--- src/rtl/dma_hs_pkg.sv ---
package dma_hs_pkg;

    // Handshake phases of the grant sequencer
    typedef enum logic [1:0] {
        HS_IDLE  = 2'd0,
        HS_GRANT = 2'd1,
        HS_ACK   = 2'd2
    } hs_state_e;

endpackage

--- src/rtl/dma_hs_grant_fsm.sv ---
module dma_hs_grant_fsm
    import dma_hs_pkg::*;
#(
    parameter int GRANT_LAT = 2
) (
    input  logic clk,
    input  logic rst_n,
    input  logic rel_req_i,
    input  logic xfer_req_i,
    output logic bus_avail_o,
    output logic sample_o,
    output logic in_ack_o
);

    localparam int CNT_W = (GRANT_LAT < 1) ? 1 : $clog2(GRANT_LAT + 1);
    localparam logic [CNT_W-1:0] LAT_C = CNT_W'(GRANT_LAT);

    typedef struct packed {
        hs_state_e        st;
        logic [CNT_W-1:0] cnt;
        logic             avail;
    } fsm_reg_t;

    localparam fsm_reg_t FSM_RST = '{st: HS_IDLE, cnt: '0, avail: 1'b0};

    fsm_reg_t fsm_d, fsm_q;
    logic     at_window;

    assign at_window = (fsm_q.st == HS_GRANT) && (fsm_q.cnt == LAT_C);

    always_comb begin
        fsm_d = fsm_q;
        unique case (fsm_q.st)
            HS_IDLE: begin
                if (rel_req_i) begin
                    fsm_d.st    = HS_GRANT;
                    fsm_d.cnt   = '0;
                    fsm_d.avail = 1'b1;
                end
            end
            HS_GRANT: begin
                if (at_window) begin
                    fsm_d.avail = 1'b0;
                    fsm_d.cnt   = '0;
                    fsm_d.st    = xfer_req_i ? HS_ACK : HS_IDLE;
                end else begin
                    fsm_d.cnt = fsm_q.cnt + 1'b1;
                end
            end
            HS_ACK: begin
                fsm_d.st = HS_IDLE;
            end
            default: fsm_d = FSM_RST;
        endcase
    end

    always_ff @(posedge clk) begin
        if (!rst_n) fsm_q <= FSM_RST;
        else        fsm_q <= fsm_d;
    end

    assign bus_avail_o = fsm_q.avail;
    assign sample_o    = at_window;
    assign in_ack_o    = (fsm_q.st == HS_ACK);

    // Grant only follows a release request seen while idle
    assert_grant_after_req_R2: assert property (@(posedge clk) disable iff (!rst_n)
        $rose(bus_avail_o) |-> $past(rel_req_i));

    // The sample cycle lies inside the bus-available window
    assert_window_in_grant_R3: assert property (@(posedge clk) disable iff (!rst_n)
        sample_o |-> bus_avail_o);

    // No transfer request in the window: the grant is withdrawn
    assert_abandon_drops_R6: assert property (@(posedge clk) disable iff (!rst_n)
        (sample_o && !xfer_req_i) |=> (!bus_avail_o && !in_ack_o));

    // The acknowledge phase never overlaps the grant
    assert_ack_phase_no_grant_R10: assert property (@(posedge clk) disable iff (!rst_n)
        in_ack_o |-> !bus_avail_o);

endmodule

--- src/rtl/dma_hs_decode.sv ---
module dma_hs_decode #(
    parameter int NUM_CH    = 4,
    parameter int DESC_W    = 32,
    parameter int DIRECT_CH = 2,
    parameter int ID_W      = $clog2(NUM_CH)
) (
    input  logic              sample_i,
    input  logic              rel_req_i,
    input  logic              xfer_req_i,
    input  logic [DESC_W-1:0] desc_i,
    output logic              hit_o,
    output logic              direct_o,
    output logic [ID_W-1:0]   chan_o
);

    localparam logic [ID_W-1:0] DIRECT_ID = ID_W'(DIRECT_CH);

    logic [ID_W-1:0] desc_chan;
    logic            unused_desc_hi;

    assign desc_chan      = desc_i[ID_W-1:0];
    assign unused_desc_hi = ^desc_i[DESC_W-1:ID_W];

    always_comb begin
        hit_o    = sample_i && xfer_req_i;
        direct_o = hit_o && rel_req_i;
        chan_o   = '0;
        if (hit_o) begin
            chan_o = direct_o ? DIRECT_ID : desc_chan;
        end
    end

endmodule

--- src/rtl/dma_hs_ack_drv.sv ---
module dma_hs_ack_drv #(
    parameter int NUM_CH = 4,
    parameter int ID_W   = $clog2(NUM_CH)
) (
    input  logic              clk,
    input  logic              rst_n,
    input  logic              hit_i,
    input  logic [ID_W-1:0]   chan_i,
    output logic              ack_o,
    output logic [ID_W-1:0]   chan_id_o,
    output logic [NUM_CH-1:0] chan_req_o
);

    typedef struct packed {
        logic              ack;
        logic [ID_W-1:0]   id;
        logic [NUM_CH-1:0] req;
    } ack_reg_t;

    ack_reg_t ack_d, ack_q;
    logic [NUM_CH-1:0] sel_vec;

    for (genvar g = 0; g < NUM_CH; g++) begin : g_sel
        assign sel_vec[g] = hit_i && (chan_i == ID_W'(g));
    end

    always_comb begin
        ack_d     = '0;
        ack_d.ack = hit_i;
        ack_d.req = sel_vec;
        if (hit_i) ack_d.id = chan_i;
    end

    always_ff @(posedge clk) begin
        if (!rst_n) ack_q <= '0;
        else        ack_q <= ack_d;
    end

    assign ack_o      = ack_q.ack;
    assign chan_id_o  = ack_q.id;
    assign chan_req_o = ack_q.req;

    assert_ack_one_cycle_R8: assert property (@(posedge clk) disable iff (!rst_n)
        ack_o |=> !ack_o);

    assert_id_zero_idle_R8: assert property (@(posedge clk) disable iff (!rst_n)
        !ack_o |-> (chan_id_o == '0));

    assert_req_count_R9: assert property (@(posedge clk) disable iff (!rst_n)
        $countones(chan_req_o) == (ack_o ? 1 : 0));

    assert_req_matches_id_R9: assert property (@(posedge clk) disable iff (!rst_n)
        ack_o |-> chan_req_o[chan_id_o]);

endmodule

--- src/rtl/dma_hs_ctrl.sv ---
module dma_hs_ctrl #(
    parameter int NUM_CH    = 4,
    parameter int DESC_W    = 32,
    parameter int GRANT_LAT = 2,
    parameter int DIRECT_CH = 2
) (
    input  logic                       clk,
    input  logic                       rst_n,
    input  logic                       bus_rel_req_i,
    input  logic                       xfer_req_i,
    input  logic [DESC_W-1:0]          bus_data_i,
    output logic                       bus_avail_o,
    output logic                       ack_o,
    output logic [$clog2(NUM_CH)-1:0]  chan_id_o,
    output logic [NUM_CH-1:0]          chan_req_o
);

    localparam int ID_W = $clog2(NUM_CH);

    logic            sample;
    logic            in_ack;
    logic            hit;
    logic            direct;
    logic [ID_W-1:0] chan;

    dma_hs_grant_fsm #(
        .GRANT_LAT (GRANT_LAT)
    ) u_fsm (
        .clk         (clk),
        .rst_n       (rst_n),
        .rel_req_i   (bus_rel_req_i),
        .xfer_req_i  (xfer_req_i),
        .bus_avail_o (bus_avail_o),
        .sample_o    (sample),
        .in_ack_o    (in_ack)
    );

    dma_hs_decode #(
        .NUM_CH    (NUM_CH),
        .DESC_W    (DESC_W),
        .DIRECT_CH (DIRECT_CH),
        .ID_W      (ID_W)
    ) u_dec (
        .sample_i   (sample),
        .rel_req_i  (bus_rel_req_i),
        .xfer_req_i (xfer_req_i),
        .desc_i     (bus_data_i),
        .hit_o      (hit),
        .direct_o   (direct),
        .chan_o     (chan)
    );

    dma_hs_ack_drv #(
        .NUM_CH (NUM_CH),
        .ID_W   (ID_W)
    ) u_ack (
        .clk        (clk),
        .rst_n      (rst_n),
        .hit_i      (hit),
        .chan_i     (chan),
        .ack_o      (ack_o),
        .chan_id_o  (chan_id_o),
        .chan_req_o (chan_req_o)
    );

    // Acknowledge only one cycle after a window with a transfer request
    assert_ack_after_window_R4: assert property (@(posedge clk) disable iff (!rst_n)
        ack_o |-> ($past(sample) && $past(xfer_req_i)));

    // A direct request is always serviced on the fixed channel
    assert_direct_fixed_chan_R5: assert property (@(posedge clk) disable iff (!rst_n)
        direct |=> (ack_o && chan_id_o == ID_W'(DIRECT_CH)));

    // The sequencer and the strobe driver agree on the acknowledge cycle
    assert_ack_phase_align_R10: assert property (@(posedge clk) disable iff (!rst_n)
        ack_o == in_ack);

    // Transfer request outside the window never leads to an acknowledge
    assert_no_ack_outside_window_R7: assert property (@(posedge clk) disable iff (!rst_n)
        (!sample) |=> !ack_o);

endmodule

--- config.mk ---
export PLATFORM = sky130hd
export DESIGN_NAME = dma_hs_ctrl
export DESIGN_NICKNAME = d
export VERILOG_FILES = /design/src/rtl/dma_hs_pkg.sv /design/src/rtl/dma_hs_grant_fsm.sv /design/src/rtl/dma_hs_decode.sv /design/src/rtl/dma_hs_ack_drv.sv /design/src/rtl/dma_hs_ctrl.sv
export SDC_FILE = /design/constraint.sdc
export NUM_CORES = 1
export LEC_CHECK = 0
export BUFFER_PORTS_ARGS = -buffer_cell sky130_fd_sc_hd__buf_4
export CAP_MARGIN = 40
export CORE_MARGIN = 1
export CORE_UTILIZATION = 32
export DETAILED_ROUTE_END_ITERATION = 8
export GPL_TIMING_DRIVEN = 0
export PLACE_DENSITY_LB_ADDON = 0.12
export SETUP_SLACK_MARGIN = 0.02
export SLEW_MARGIN = 20
export SYNTH_ARGS = -nofsm -noshare
export SYNTH_HDL_FRONTEND = slang
export SYNTH_SLANG_ARGS = --single-unit
--- constraint.sdc ---
create_clock -name clk -period 1.2 [get_ports clk]
set_input_delay 0.06 -clock clk [delete_from_list [all_inputs] [get_ports clk]]
set_output_delay 0.06 -clock clk [all_outputs]
set_load 0.02 [all_outputs]
==> metrics.yaml <==
run_status:
  outcome: "complete, no violations"
cts:
  htree_levels: 1
  cts_hold_buf: 1
  cts_resized: 0
  cts_root_buf: "clkbuf_4"
  worstSkewPairLatency_ns: 0.27
  cts_setup_buffers: 0
  cts_buffers: 3
  clk_pin_slew_ns: 0.07
  cts_tree: "done"
  cts.sinks: 12
  cts_buffer_depth: 2
layout:
  antenna-diode-count: 0
  drive_gt1_share_pct: 33.3
  area_growth_pct: 38.5
  nets: 97
sta:
  fmax_ghz: 0.951
  tns_ns: 0
  setup_violations: 0
  period_minus_slack_ns: 1.05
  hold_slack_ns: 0.0373
  period_share_pct: 87.6
  tightestPinTransition_ns: 0.302
  final_max_slew_viol_count: 0
  hold_viol: 0
  relSlewSlack_pct: 79.3
  rsz0062_at_grt: "false"
  fin_skew_ns: 0.00418
logic_synthesis:
  synth_area_per_cell_um2: 9.98
  yosysUniqueCellTypes: 16
  yosysSeqAreaShare_pct: 57.3
  synth_area_um2: 419
  syn_inst: 42
  ys_warn_count: 0
  syn_nets: 78
  ys_seq_elements: 12
critical_path:
  arrival_ns: 1.27
  crit_family: "simple AND/OR/NAND/NOR gates"
  crit_fanout: 6
  cp-end-kind: "flop"
  max_stage_delay_ns: 0.40
  r2r_start: "u_fsm.fsm_q[3]"
  r2r-end: "u_ack.chan_req_o[1]"
  reg2reg_slack_ns: 0.15
  timing.critical_path.from: "u_fsm.fsm_q[3]"
  slowest_stage: "dfxtp_1"
  required_ns: 1.41
  r2r_cells: 4
  startpoint_type: "flop"
  crit_type: "reg -> reg"
  path_cells: "and2b_1, nand4_4, inv_2, and3_1"
  path_buf_inv: 1
global_routing:
  antenna_found_initial: 0
  grt_start_max_net_pins: 8
  grt_pass1_vias: 302
  grt-ovfl-total: 0
  grt_first_pass_wirelength_um: 1180
  track_usage_pct: 12.4
hold_path:
  hold_path_depth: 2
  min_path_type: "in -> reg"
  holdPathEnd: "u_ack.chan_req_o[1]"
  min_from: "bus_data_i[0]"
placed_design:
  place.gp.congestion: 0.611
  dp_hpwl_um: 540
  io_buffer_count: 13
floorplanning:
  dieArea_um2: 1460
  rows: 12
  io_pins: 44
  coreArea_um2: 1160
  initial_utilization_pct: 36.3
  die_h_um: 38.2
  die_x_um: 38.2
power_and_ir_drop:
  power_density_nw_per_um2: 1370
  power.leakage_nw: 0.285
  ir_drop_mv: 0.661
drt:
  wl_met3_um: 43
  drt_pre_antenna_iters: 4
  drt-met1-wl_um: 332
  vias: 342
  avgViaCountPerCell: 4.62
  drc_errors: 0
  avgRoutedWirePerCell_um: 9.65
  drt_iter0_drc: 6
  wl_met2_um: 338
  drt_wl_total_um: 714
  drtAntennaViolNets: 0
  dr.max_layer_used: "met3"
job:
  cap_violations: 0
-- how the worst max path moves through the flow --
stage	end	slack, ns	depth (start not counted)
global route	u_ack.chan_req_o[1]	0.05	4
finish	u_ack.chan_req_o[1]	0.15	4
CTS	u_ack.chan_req_o[1]	0.15	4
floorplan	u_fsm.bus_avail_o	0.20	3
global placement	u_ack.chan_req_o[1]	0.18	4
detailed placement	u_ack.chan_req_o[1]	0.17	4
-- synthesized netlist by cell type --
cell type	count	area [um^2]
o22ai_1	2	12.5
a21oi_1	2	10.0
nand2_1	2	7.51
inv_1	5	18.8
inv_2	1	3.75
nor2b_2	1	8.76
and2b_1	1	7.51
nand4_4	1	21.3
a2111oi_0	1	8.76
dfxtp_1	12	240
o32a_1	1	10.0
nor4_1	1	6.26
nand2b_1	5	31.3
nor2_1	4	15.0
nor3_1	1	5.00
and3_1	2	12.5
-- flip-flops by register name, indices dropped and copies added (netlist names) --
signal,cells
u_ack.chan_id_o,2
u_ack.ack_o,1
u_fsm.bus_avail_o,1
u_ack.chan_req_o,4
u_fsm.fsm_q,4
-- routing by layer --
metal | vias up | track usage, %
li1 | 178 | -
met1 | 155 | 13.8
met2 | 9 | 19.1
met3 | 0 | 5.23
met4 | 0 | 8.04
met5 | - | 0
-- power by group --
part           leakage, nW  switching, W  internal [W]
registers           0.0975    0.00000794      0.000408
clock network       0.0210      0.000126      0.000184
logic                0.166     0.0000339     0.0000349
total                0.285      0.000168      0.000627
-- cell type report --
class | instances | area [um^2]
Timing Repair Buffer | 14 | 108
Tap cell | 14 | 17.5
Fill cell | 112 | 576
Sequential cell | 12 | 240
Multi-Input combinational cell | 24 | 156
Inverter | 6 | 22.5
Clock buffer | 4 | 36.3
-- cells in the final DEF (no fill, tap or decap) --
master         Yosys  routed
a2111oi_0          1       1
clkbuf_8           0       1
buf_4              0      13
o32a_1             1       1
clkbuf_4           0       3
dfxtp_1           12      12
a21oi_1            2       2
nor3_1             1       1
nor4_1             1       1
o22ai_1            2       2
inv_2              1       1
nand2_1            2       2
nor2b_2            1       1
and3_1             2       2
dlygate4sd3_1      0       1
nand2b_1           5       5
nor2_1             4       4
inv_1              5       5
nand4_4            1       1
and2b_1            1       1
-- logic make-up (layout without fill, tap and decap cells) --
family / after synthesis / in the layout / synth area share [%]
AND/OR/NAND/NOR: 18 / 18 / 27.5
flip-flops: 12 / 12 / 57.3
AO/OA/AOI/OAI: 6 / 6 / 9.85
buffers and inverters: 6 / 24 / 5.37
-- worst register-to-register path, stage by stage (launching register included) --
cell	delay, ns
dfxtp_1	0.40
and2b_1	0.21
nand4_4	0.16
inv_2	0.09
and3_1	0.15
-- per-stage QoR --
| step | setup slack (ns) | cells | area (um^2) | total power, W | utilization, % |
|---|---|---|---|---|---|
| finish | 0.149 | 74 | 581 | 0.000795 | 50.2 |
| global route | 0.0453 | 74 | 581 | 0.000838 | 50.2 |
| CTS | 0.153 | 74 | 581 | 0.000809 | 50.2 |
| detailed placement | 0.167 | 69 | 534 | 0.000491 | 46.2 |
| global placement | 0.177 | 69 | 534 | 0.000492 | 46.2 |
| floorplan | 0.205 | 42 | 419 | 0.000461 | - |
(Power assumes the default switching activity.)
